**src/rtl/hbi_pkg.sv**
```systemverilog
package hbi_pkg;
    // Width of the dead-time counter and setting.
    localparam int DT_W = 6;

    typedef logic [DT_W-1:0] dt_t;

    // Registered state of the interlock core.
    typedef struct packed {
        logic gh;      // high-side gate enable
        logic gl;      // low-side gate enable
        dt_t  cnt;     // remaining dead-time cycles, 0 = expired
        logic both_q;  // both requested in previous cycle
        logic conf;    // conflict pulse
    } core_st_t;

    function automatic dt_t clamp_dt(dt_t cfg, int unsigned min_dt);
        dt_t lo;
        lo = dt_t'(min_dt);
        return (cfg < lo) ? lo : cfg;
    endfunction
endpackage

```
**src/rtl/hbi_sync.sv**
```systemverilog
module hbi_sync #(
    parameter int WIDTH  = 3,
    parameter int STAGES = 2
) (
    input  logic             clk,
    input  logic             rst_n,
    input  logic [WIDTH-1:0] d_in,
    output logic [WIDTH-1:0] d_out
);
    logic [WIDTH-1:0] stg_d [STAGES];
    logic [WIDTH-1:0] stg_q [STAGES];

    always_comb begin
        stg_d[0] = d_in;
        for (int i = 1; i < STAGES; i++) begin
            stg_d[i] = stg_q[i-1];
        end
    end

    for (genvar g = 0; g < STAGES; g++) begin : g_stage
        always_ff @(posedge clk or negedge rst_n) begin
            if (!rst_n) begin
                stg_q[g] <= '0;
            end else begin
                stg_q[g] <= stg_d[g];
            end
        end
    end

    assign d_out = stg_q[STAGES-1];
endmodule

```
**src/rtl/hbi_dtsel.sv**
```systemverilog
module hbi_dtsel
    import hbi_pkg::*;
#(
    parameter int MIN_DT = 1
) (
    input  logic clk,
    input  logic rst_n,
    input  dt_t  dt_cfg,
    input  logic idle,     // both gates off
    output dt_t  dt_val
);
    dt_t dt_d, dt_q;

    always_comb begin
        dt_d = dt_q;
        if (idle) begin
            dt_d = clamp_dt(dt_cfg, MIN_DT);
        end
    end

    always_ff @(posedge clk or negedge rst_n) begin
        if (!rst_n) begin
            dt_q <= dt_t'(MIN_DT);
        end else begin
            dt_q <= dt_d;
        end
    end

    assign dt_val = dt_q;
endmodule

```
**src/rtl/hbi_core.sv**
```systemverilog
module hbi_core
    import hbi_pkg::*;
(
    input  logic clk,
    input  logic rst_n,
    input  logic req_hi,
    input  logic req_lo,
    input  logic off,
    input  dt_t  dt_val,
    output logic gh,
    output logic gl,
    output logic conf
);
    core_st_t st_d, st_q;
    logic     both;

    always_comb begin
        both      = req_hi && req_lo;
        st_d      = st_q;
        st_d.conf = 1'b0;
        st_d.both_q = both;
        if (off) begin
            st_d.gh  = 1'b0;
            st_d.gl  = 1'b0;
            st_d.cnt = '0;
        end else if (both) begin
            // refuse: hold gates and timer, flag first cycle only
            st_d.conf = !st_q.both_q;
        end else if (st_q.gh && !req_hi) begin
            st_d.gh  = 1'b0;
            st_d.cnt = dt_val;
        end else if (st_q.gl && !req_lo) begin
            st_d.gl  = 1'b0;
            st_d.cnt = dt_val;
        end else if (!st_q.gh && !st_q.gl) begin
            if (st_q.cnt == '0) begin
                if (req_hi || req_lo) begin
                    st_d.cnt = dt_val;
                end
            end else if (st_q.cnt == dt_t'(1)) begin
                st_d.cnt = '0;
                if (req_hi) begin
                    st_d.gh = 1'b1;
                end else if (req_lo) begin
                    st_d.gl = 1'b1;
                end
            end else begin
                st_d.cnt = st_q.cnt - dt_t'(1);
            end
        end
    end

    always_ff @(posedge clk or negedge rst_n) begin
        if (!rst_n) begin
            st_q <= '0;
        end else begin
            st_q <= st_d;
        end
    end

    assign gh   = st_q.gh;
    assign gl   = st_q.gl;
    assign conf = st_q.conf;
endmodule

```
**src/rtl/hb_interlock.sv**
```systemverilog
module hb_interlock
    import hbi_pkg::*;
#(
    parameter int MIN_DT      = 1,
    parameter int SYNC_STAGES = 2
) (
    input  logic            clk,
    input  logic            rst_n,
    input  logic            bridge_off,
    input  logic            lo_cmd,
    input  logic            hi_cmd_n,
    input  logic [DT_W-1:0] dt_cfg,
    output logic            gate_hi,
    output logic            gate_lo,
    output logic            conflict
);
    localparam int N_SYNC = 3;

    logic [N_SYNC-1:0] raw_in, sync_out;
    logic req_hi_s, req_lo_s, dis_s;
    dt_t  dt_val;

    // invert before the synchronizer so a reset value of 0 means no request
    assign raw_in = {bridge_off, lo_cmd, ~hi_cmd_n};

    hbi_sync #(.WIDTH(N_SYNC), .STAGES(SYNC_STAGES)) i_sync (
        .clk   (clk),
        .rst_n (rst_n),
        .d_in  (raw_in),
        .d_out (sync_out)
    );

    assign {dis_s, req_lo_s, req_hi_s} = sync_out;

    hbi_dtsel #(.MIN_DT(MIN_DT)) i_dtsel (
        .clk    (clk),
        .rst_n  (rst_n),
        .dt_cfg (dt_cfg),
        .idle   (!gate_hi && !gate_lo),
        .dt_val (dt_val)
    );

    hbi_core i_core (
        .clk    (clk),
        .rst_n  (rst_n),
        .req_hi (req_hi_s),
        .req_lo (req_lo_s),
        .off    (dis_s),
        .dt_val (dt_val),
        .gh     (gate_hi),
        .gl     (gate_lo),
        .conf   (conflict)
    );
endmodule

```
**config.mk**
```make
export PLATFORM = sky130hd
export DESIGN_NAME = hb_interlock
export DESIGN_NICKNAME = d
export VERILOG_FILES = /design/src/rtl/hbi_pkg.sv /design/src/rtl/hbi_sync.sv /design/src/rtl/hbi_dtsel.sv /design/src/rtl/hbi_core.sv /design/src/rtl/hb_interlock.sv
export SDC_FILE = /design/constraint.sdc
export NUM_CORES = 1
export LEC_CHECK = 0
export BUFFER_PORTS_ARGS = -buffer_cell sky130_fd_sc_hd__clkbuf_2
export CAP_MARGIN = 20
export CELL_PAD_IN_SITES_DETAIL_PLACEMENT = 1
export CELL_PAD_IN_SITES_GLOBAL_PLACEMENT = 1
export CORE_ASPECT_RATIO = 1.25
export CORE_UTILIZATION = 32
export CTS_CLUSTER_SIZE = 8
export DETAILED_ROUTE_END_ITERATION = 7
export PLACE_DENSITY_LB_ADDON = 0.15
export REMOVE_ABC_BUFFERS = 1
export SYNTH_ARGS = -nofsm -noshare
export SYNTH_HDL_FRONTEND = slang
export SYNTH_SLANG_ARGS = --single-unit
export TNS_END_PERCENT = 30
```
**constraint.sdc**
```tcl
create_clock -name clk -period 3.7 [get_ports clk]
set_input_delay 1.11 -clock clk [delete_from_list [all_inputs] [get_ports clk]]
set_output_delay 1.11 -clock clk [all_outputs]
set_load 0.02 [all_outputs]
```
Word-level counts from Yosys, hierarchy flattened
Index checks and enable logic that the tools add are counted.

Bits in registers: 22. Output and inout port bits: 3. Word-level logic and storage cells: 59.

Add/sub/neg operators: 1. Order comparisons: 1. Equal/unequal tests: 8. Mux-type cells: 19. Bitwise logic cells: 1. Reductions and logical operators: 21.

Operator list (count): 6-bit two-way mux (5); 8-bit two-way mux (3); 3-bit nonzero test (6); 3-bit by 2-bit inequality test with 1-bit output (second input constant) (3); 1-bit two-way mux (8); 7-bit two-way mux (1); 7-bit AND reduction (1); 6-bit by 1-bit == test with 1-bit output (second input constant) (1); 6-bit zero test (1); 6-bit by 1-bit < comparator with 1-bit output (second input constant) (1); 6-bit AND reduction (1); 6-bit by 1-bit subtractor with 6-bit output (second input constant) (1); 1-bit zero test (5); 5-bit by 3-bit inequality test with 1-bit output (second input constant) (1); 1-bit logical AND (4); 2-bit two-way mux (2); 2-bit inequality test (second input constant) (2); 4-bit nonzero test (1); 3-bit by 1-bit inequality test with 1-bit output (second input constant) (1); 3-bit AND reduction (1); 1-bit logical OR (1); 1-bit inverter (1).

Longest topological paths before layout
Gate-level depths: netlist of run 1.

Word-level depth: 9. Depth in mapped cells: 7.

Modules after synthesis
Synthesis of run 1 repeated with hierarchy kept, for this count alone.

Cell total of the unflattened synthesis: 94. Area, all modules: 1079.8 um^2.

By module, submodules not included: hbi_core (instances 1, cells each 70, area each 670.6 um^2, sequential area each 250.2 um^2); hbi_dtsel (instances 1, cells each 16, area each 251.5 um^2, sequential area each 151.4 um^2); hbi_sync (instances 1, cells each 6, area each 150.1 um^2, sequential area each 150.1 um^2); hb_interlock (instances 1, cells each 2, area each 7.5 um^2, sequential area each 0.0 um^2).

Least setup slack after synthesis of run 1
Ideal clock, no wire load.

Path kind: register to register. From: register i_core.st_q (netlist bit i_core.gh). To: register i_core.st_q[6] in the netlist's numbering. Setup time: 0.094 ns. Data arrival time: 1.744 ns. Required time: 3.606 ns. Path slack: 1.862 ns. Stages on the path, launching flop included: 6. Cell sequence: dfrtp_1 -> and3b_1 -> a311o_1 -> o21bai_4 -> a311o_1 -> a221oi_2.

Word-level cells in the longest chain between the ends: 4. Elaborated cells between the ends (all ways): 9.

RTL lines: from (decl) (line hbi_core.sv:14) `core_st_t st_d, st_q;`; from (signal assigned) (line hbi_core.sv:57) `st_q <= st_d;`; 1-bit zero test / 1-bit logical AND (equally long branches) (line hbi_core.sv:35, hbi_core.sv:29); 1-bit logical AND / 6-bit two-way mux (equally long branches) (line hbi_core.sv:35, hbi_core.sv:29); 4-bit nonzero test (no source line) / 8-bit two-way mux (equally long branches); 3-bit AND reduction (no source line) / 8-bit two-way mux (equally long branches).

Parallel ways exist; a longest one is shown, timed or not. The select of a mux whose other input is x is not followed. A chain may end at the register's enable or synchronous reset.

Worst setup path in the final report of run 1
Same ends and word-level chain as after synthesis.

==> results of run 1 <==
==> flip-flops by register name, summed over array words and instances, names as in the netlist <==
signal / cells
i_core.st_q: 7
i_core.gh: 1
i_sync.d_out: 3
i_sync.stg_d: 3
i_dtsel.dt_val: 6
i_core.gl: 1
i_core.conf: 1
==> where the power goes <==
part / leakage, nW / internal, mW / switching, mW
combinational: 0.240 / 0.141 / 0.172
sequential: 0.272 / 0.279 / 0.0545
clock: 0.0357 / 0.145 / 0.0821
==> area by class of cell <==
class	count	area [µm²]	share of cell area (%)
Clock buffer	3	41.3	3.30
Clock inverter	1	30.0	2.40
Inverter	6	22.5	1.80
Multi-Input combinational cell	70	493	39.4
Sequential cell	22	552	44.1
Tap cell	37	46.3	3.70
Timing Repair Buffer	13	65.1	5.21
==> cell families (layout without fill, tap and decap cells) <==
kind of cell | after synthesis | after routing
AO/OA/AOI/OAI | 27 | 27
buffers and inverters | 8 | 23
AND/OR/NAND/NOR | 36 | 36
adder cells (fa/ha/maj) | 2 | 2
flip-flops | 22 | 22
multiplexers | 5 | 5
==> per-stage QoR <==
step | setup WS, ns | hold WS (ns) | std cells | power (mW) | utilization (%)
floorplan | 1.82 | 0.331 | 98 | 0.564 | -
global placement | 1.66 | 0.332 | 148 | 0.639 | 36.6
detailed placement | 1.61 | 0.347 | 148 | 0.645 | 36.6
CTS | 1.57 | 0.367 | 152 | 0.883 | 38.8
global route | 1.40 | 0.368 | 152 | 0.926 | 38.8
finish | 1.58 | 0.361 | 152 | 0.873 | 38.8
==> cell usage after synthesis (all sizes together) (2+ instances only) <==
master	count
nor3	3
ha	2
nor3b	2
mux2	5
dfrtp	21
buf	2
a21oi	9
nand2	9
inv	6
a311o	3
a221oi	2
nor2	12
==> worst max-delay path by stage <==
| stage | start | to | slack [ns] | depth (start not counted) |
|---|---|---|---|---|
| after floorplan | i_core.gh | i_core.st_q[6] | 1.82 | 5 |
| after global placement | i_core.gh | i_core.st_q[6] | 1.66 | 5 |
| after detailed placement | i_core.gh | i_core.st_q[6] | 1.61 | 5 |
| after CTS | i_core.gh | i_core.st_q[6] | 1.57 | 5 |
| after global routing | i_core.gh | i_core.st_q[6] | 1.40 | 5 |
| final | i_core.gh | i_core.st_q[6] | 1.58 | 5 |
==> metal layers <==
layer / vias up / part of all wire (%) / track usage (%)
met5: - / 0 / 0
met4: 0 / 1.4 / 5.92
met3: 5 / 2.1 / 2.74
met2: 13 / 54 / 28.9
met1: 434 / 42 / 19.9
li1: 398 / - / -
==> critical path, cell delays in order (launching register included) <==
cell and delay, ns:
dfrtp_1 0.45, nor2b_2 0.20, a21oi_1 0.67, nor2_1 0.08, a311o_1 0.35, a221oi_2 0.28
==> metrics.md, run 1 <==
| Metric | Value |
|---|---|
| Status | `complete, no violations` |
| Synth-to-Final Area Change | `15.8%` |
| Mapped Area | `1080 µm²` |
| Worst vdd ir | `305 µV` |
| Mux share of post-synthesis cell area | `5.21%` |
| Syn Inst Count | `100` |
| Vias in the first global route | `920` |
| Die width | `54.0 µm` |
| FP Rows | `23` |
| Fin. Hold Viols | `0` |
| Global route overflow | `0` |
| CP arrival | `2.30 ns` |
| Clock Sinks | `22` |
| Simple-gate share of the synthesized area | `18.1%` |
| Post-synthesis adder-cell area fraction | `2.32%` |
| Final #Nets | `129` |
| Die Area | `3610 µm²` |
| Fmax | `471 MHz` |
| Initial Utilization | `33.5%` |
| Initial antenna violation count | `0` |
| Leak Pwr | `0.548 nW` |
| Final period util | `57.4%` |
| Vias per std cell | `5.59` |
| PD cells | `699 nW/µm²` |
| Seq/Total Area, Yosys | `51.1%` |
| Post-layout min period | `2.12 ns` |
| Ant diodes | `0` |
| Vias | `850` |
| Yosys warning count | `0` |
| Routed len/inst | `16.8 µm` |
| Final Wtd Congestion | `0.805` |
| Cts repair resizes | `0` |
| GRT Util Overall | `16.6%` |
| Worst r2r src | `i_core.gh` |
| Least-Margin Pin Slew | `0.864 ns` |
| Final Skew | `0.00192 ns` |
| Distinct cells, synth | `40` |
| Die H | `66.9 µm` |
| Flop-to-flop setup slack | `1.58 ns` |
| Core area | `3220 µm²` |
| Final Max Tran Viols | `0` |
| DRC violations left | `0` |
| Number of post-CTS setup repair buffers | `0` |
| Required time of the critical path | `3.87 ns` |
| Hold Crit Start | `i_sync.stg_d[0]` |
| CTS tree | `built` |
| Critical Path End Type | `register` |
| Synth Area in XOR/XNOR | `0%` |
| Reg2reg end | `i_core.st_q[6]` |
| Compound-Gate Fraction of Synth Area | `20.0%` |
| Critical Path Fanout Max | `11` |
| Hold EP | `i_sync.d_out[0]` |
| Hold Path Class | `reg -> reg` |
| Hold Crit Depth | `0` |
| Num ports | `14` |
| Drt first pass iters | `3` |
| Syn_area_per_cell | `10.8 µm²` |
| CTS Buf Count | `3` |
| Pin count of the biggest net entering global routing | `23` |
| MaxCap Viol Count | `0` |
| Largest family of logic cells by synthesized area | `compound AO/OA/AOI/OAI gates` |
| Clk root buf | `clkbuf_8` |
| Detail Route Antenna Nets | `0` |
| Share of cells above drive strength 1 | `27.8%` |
| Synth top area share | `48.7%` |
| RSZ-0062 raised after global routing | `false` |
| Most frequent cells in the layout | `21 x dfrtp_1, 13 x clkbuf_2, 11 x nor2_1` |
| Total Routed Length | `2560 µm` |
| Hold-fix buffers, CTS | `0` |
| Crit path kind | `reg -> reg` |
| Cells on worst reg2reg path | `5` |
| DP Area | `1180 µm²` |
| Worst rel slew slack | `42.4%` |
| Post-synth top flop | `dfrtp_1` |
| Commonest non-fill, non-tap cell in the layout | `dfrtp_1` |
| Clock-pin transition on the worst setup and hold timing paths | `0.08 ns` |
| Final setup vio count | `0` |
| Top area cells in the synthesized netlist | `dfrtp_1 49%, mux2_2 5.2%, a21oi_1 4.2%` |
| Port bufs | `13` |
| Iteration-0 DRC Markers | `16` |
| Finished Cell Area | `1250 µm²` |
| Clock latency on the worst-skew pair | `0.26 ns` |
| Synthesis-stage register bit count | `22` |
| Async SR Flop Fraction | `100%` |
| Number of synthesized flops with an enable pin | `0` |
| Cell type with the largest total area after synthesis | `dfrtp_1` |
| H-Tree Depth | `1` |
| Clock buffer depth | `2` |
| Setup TNS | `0 ns` |
| Startpoint types | `register` |
| Fillers | `368` |
| First-pass GRT wire length | `4200 µm` |
| DP HPWL | `1840 µm` |
(Power assumes the default switching activity.)
==> inputs of run 2 (changes only) <==
--- a/config.mk
+++ b/config.mk
@@ -5,6 +5,7 @@
 export SDC_FILE = /design/constraint.sdc
 export NUM_CORES = 1
 export LEC_CHECK = 0
+export ABC_AREA = 1
 export BUFFER_PORTS_ARGS = -buffer_cell sky130_fd_sc_hd__clkbuf_2
 export CAP_MARGIN = 20
 export CELL_PAD_IN_SITES_DETAIL_PLACEMENT = 1
==> constraint.sdc (replaced) <==
create_clock -name clk -period 2 [get_ports clk]
set_input_delay 0.6 -clock clk [delete_from_list [all_inputs] [get_ports clk]]
set_output_delay 0.6 -clock clk [all_outputs]
set_load 0.02 [all_outputs]
==> run 2 against run 1 <==
  * Utilization rose by 0.62 points
  * Synthesized cell count rose by 33%
  * Non-clock buffer count did not move
  * First-iteration DRC count fell by 19%
  * Clock power rose by 83%
  * Hold slack got worse by 0.048 ns
  * Global-route usage barely moved
  * Wire length fell by 4.2%
  * Critical endpoint is now i_core.st_q[4]
==> metrics.md, run 2 <==
| Metric | Value |
|---|---|
| Post-layout min period | `1.49 ns` |
| Max reg flops | `7` |
| Compound-Gate Fraction of Synth Area | `8.60%` |
| Total power | `1.73 mW` |
| CP arrival | `1.65 ns` |
| CTS tree | `built` |
| Post-synthesis adder-cell area fraction | `2.33%` |
| Routed len/inst | `13.1 µm` |
| Share of cells above drive strength 1 | `22.0%` |
| Final Max Tran Viols | `0` |
| Critical Path End Type | `register` |
| Port bufs | `13` |
| Crit path kind | `reg -> reg` |
| Global route overflow | `0` |
| Hold_ws | `0.313 ns` |
| Largest family of logic cells by synthesized area | `simple AND/OR/NAND/NOR gates` |
| Top area cells in the synthesized netlist | `dfrtp_1 49%, nand2_1 15%, inv_1 4.2%` |
| Clock Sinks | `22` |
| Async SR Flop Fraction | `100%` |
| Die H | `66.8 µm` |
| Post-synth top flop | `dfrtp_1` |
| Vias in the first global route | `950` |
| Clock buffer depth | `2` |
| MaxCap Viol Count | `0` |
| Fin. Hold Viols | `0` |
| Vias per std cell | `4.79` |
| CTS Buf Count | `3` |
| DRC violations left | `0` |
| Number of synthesized flops with an enable pin | `0` |
| Least-Margin Pin Slew | `0.568 ns` |
| Hold Path Class | `in -> async` |
| Status | `complete, no violations` |
| Synth-to-Final Area Change | `17.0%` |
| Yosys warning count | `0` |
| Cts repair resizes | `0` |
| Post-synth top cells | `44 x nand2_1, 21 x dfrtp_1, 12 x inv_1` |
| Final setup vio count | `0` |
| Initial antenna violation count | `0` |
| Final period util | `74.7%` |
| Setup TNS | `0 ns` |
| Cell type with the largest total area after synthesis | `dfrtp_1` |
| H-Tree Depth | `1` |
| Clk root buf | `clkbuf_8` |
| DP HPWL | `1890 µm` |
| Startpoint types | `register` |
| Synth Area in XOR/XNOR | `0.814%` |
| Die width | `53.9 µm` |
| First-pass GRT wire length | `4220 µm` |
| Commonest non-fill, non-tap cell in the layout | `nand2_1` |
| Final #Nets | `164` |
| Mapped Area | `1080 µm²` |
| Drt first pass iters | `2` |
| Leak Pwr | `0.666 nW` |
| Synth top area share | `48.8%` |
| Final Wtd Congestion | `0.784` |
| Detail Route Antenna Nets | `0` |
| Synthesis-stage register bit count | `22` |
| Core area | `3190 µm²` |
| Most common cell in the netlist | `nand2_1` |
| Worst rel slew slack | `62.1%` |
| Syn Inst Count | `133` |
| Iteration-0 DRC Markers | `13` |
| Distinct cells, synth | `21` |
| Total Routed Length | `2450 µm` |
| Most flops, register | `i_core.st_q` |
| Worst vdd ir | `544 µV` |
| RSZ-0062 raised after global routing | `false` |
| GRT Util Overall | `16.7%` |
| Vias | `896` |
| Ant diodes | `0` |
| Die Area | `3600 µm²` |
| FP Rows | `23` |
| Num ports | `14` |
| Fmax | `670 MHz` |
| Setup WS pre-CTS | `0.510 ns` |
| Syn_area_per_cell | `8.09 µm²` |
| Clock latency on the worst-skew pair | `0.26 ns` |
| PD cells | `1370 nW/µm²` |
| Hold-fix buffers, CTS | `0` |
| Final Skew | `0.00418 ns` |
| Critical Path Fanout Max | `7` |
| Simple-gate share of the synthesized area | `30.7%` |
| Pin count of the biggest net entering global routing | `23` |
| Seq/Total Area, Yosys | `51.3%` |
| Most frequent cells in the layout | `44 x nand2_1, 21 x dfrtp_1, 13 x clkbuf_2` |
| Initial Utilization | `33.7%` |
| Clock-pin transition on the worst setup and hold timing paths | `0.08 ns` |
| Mux share of post-synthesis cell area | `0%` |
| Final setup margin | `0.507 ns` |
| Number of post-CTS setup repair buffers | `0` |
| Required time of the critical path | `2.16 ns` |
run 2: changes by cell type in the layout (fill, tap and decap cells not counted), sizes merged, moves of 3 or more:
cell and change:
nand2 +39, inv +12, o21ai +11, mux2 -5, a21oi -4, nand3 +4, a311o -3
run 2: layout make-up:
| class | instances | area (µm²) |
|---|---|---|
| flip-flops and latches | 22 | 552 |
| well taps | 37 | 46.3 |
| clock buffers | 3 | 41.3 |
| repair buffers | 13 | 65.1 |
| clock inverters | 1 | 30.0 |
| fillers | 402 | 1940 |
| multi-input cells | 93 | 457 |
| inverters | 18 | 67.6 |
run 2: per-layer routing:
layer / vias up / part of all wire (%) / wire (µm) / global-route usage, %
li1: 451 / - / - / -
met1: 429 / 45 / 1110 / 19.4
met2: 14 / 51 / 1260 / 28.7
met3: 2 / 2.4 / 58 / 2.97
met4: 0 / 1.0 / 25 / 7.57
met5: - / 0 / 0 / 0
run 2: path summary, 6_finish.rpt:
kind	from	to	slack [ns]	cells after the start
setup / recovery	i_core.st_q[3]	i_core.st_q[4]	0.51	11
hold / removal	rst_n	i_core.st_q[1]	0.31	1
setup reg to reg	i_core.st_q[3]	i_core.st_q[4]	0.51	11
hold reg to reg	i_sync.stg_d[0]	i_sync.d_out[0]	0.35	0
max in group asynchronous	rst_n	i_dtsel.dt_val[0]	1.31	1
min in group clk	i_sync.stg_d[0]	i_sync.d_out[0]	0.35	0
run 2: kinds of logic (layout without fill, tap and decap cells):
kind of cell / after synthesis / after routing
fa+ha+maj: 2 / 2
simple gates: 72 / 72
buf+inv: 18 / 35
compound gates: 18 / 18
flops: 22 / 22
xor+xnor: 1 / 1
run 2: worst max-delay path, stage by stage, from the launching register on:
cell and delay (ns):
dfrtp_1 0.38, inv_1 0.10, ha_1 0.26, nand2_2 0.08, nor2_1 0.08, nand2_1 0.05
nand2_1 0.07, nand2_2 0.07, nand2_4 0.11, nor2_4 0.05, nand2_1 0.07, nand2_1 0.05
run 2: metrics by stage:
stage / std cells / cell area (µm²) / utilization (%)
final: 187 / 1260 / 39.4
after global routing: 187 / 1260 / 39.4
after CTS: 187 / 1260 / 39.4
after detailed placement: 183 / 1190 / 37.2
after global placement: 183 / 1190 / 37.2
after floorplan: 133 / 1080 / -
run 2: power breakdown:
group,internal (mW),switching [mW]
clock network,0.267,0.148
logic,0.235,0.450
registers,0.541,0.0857
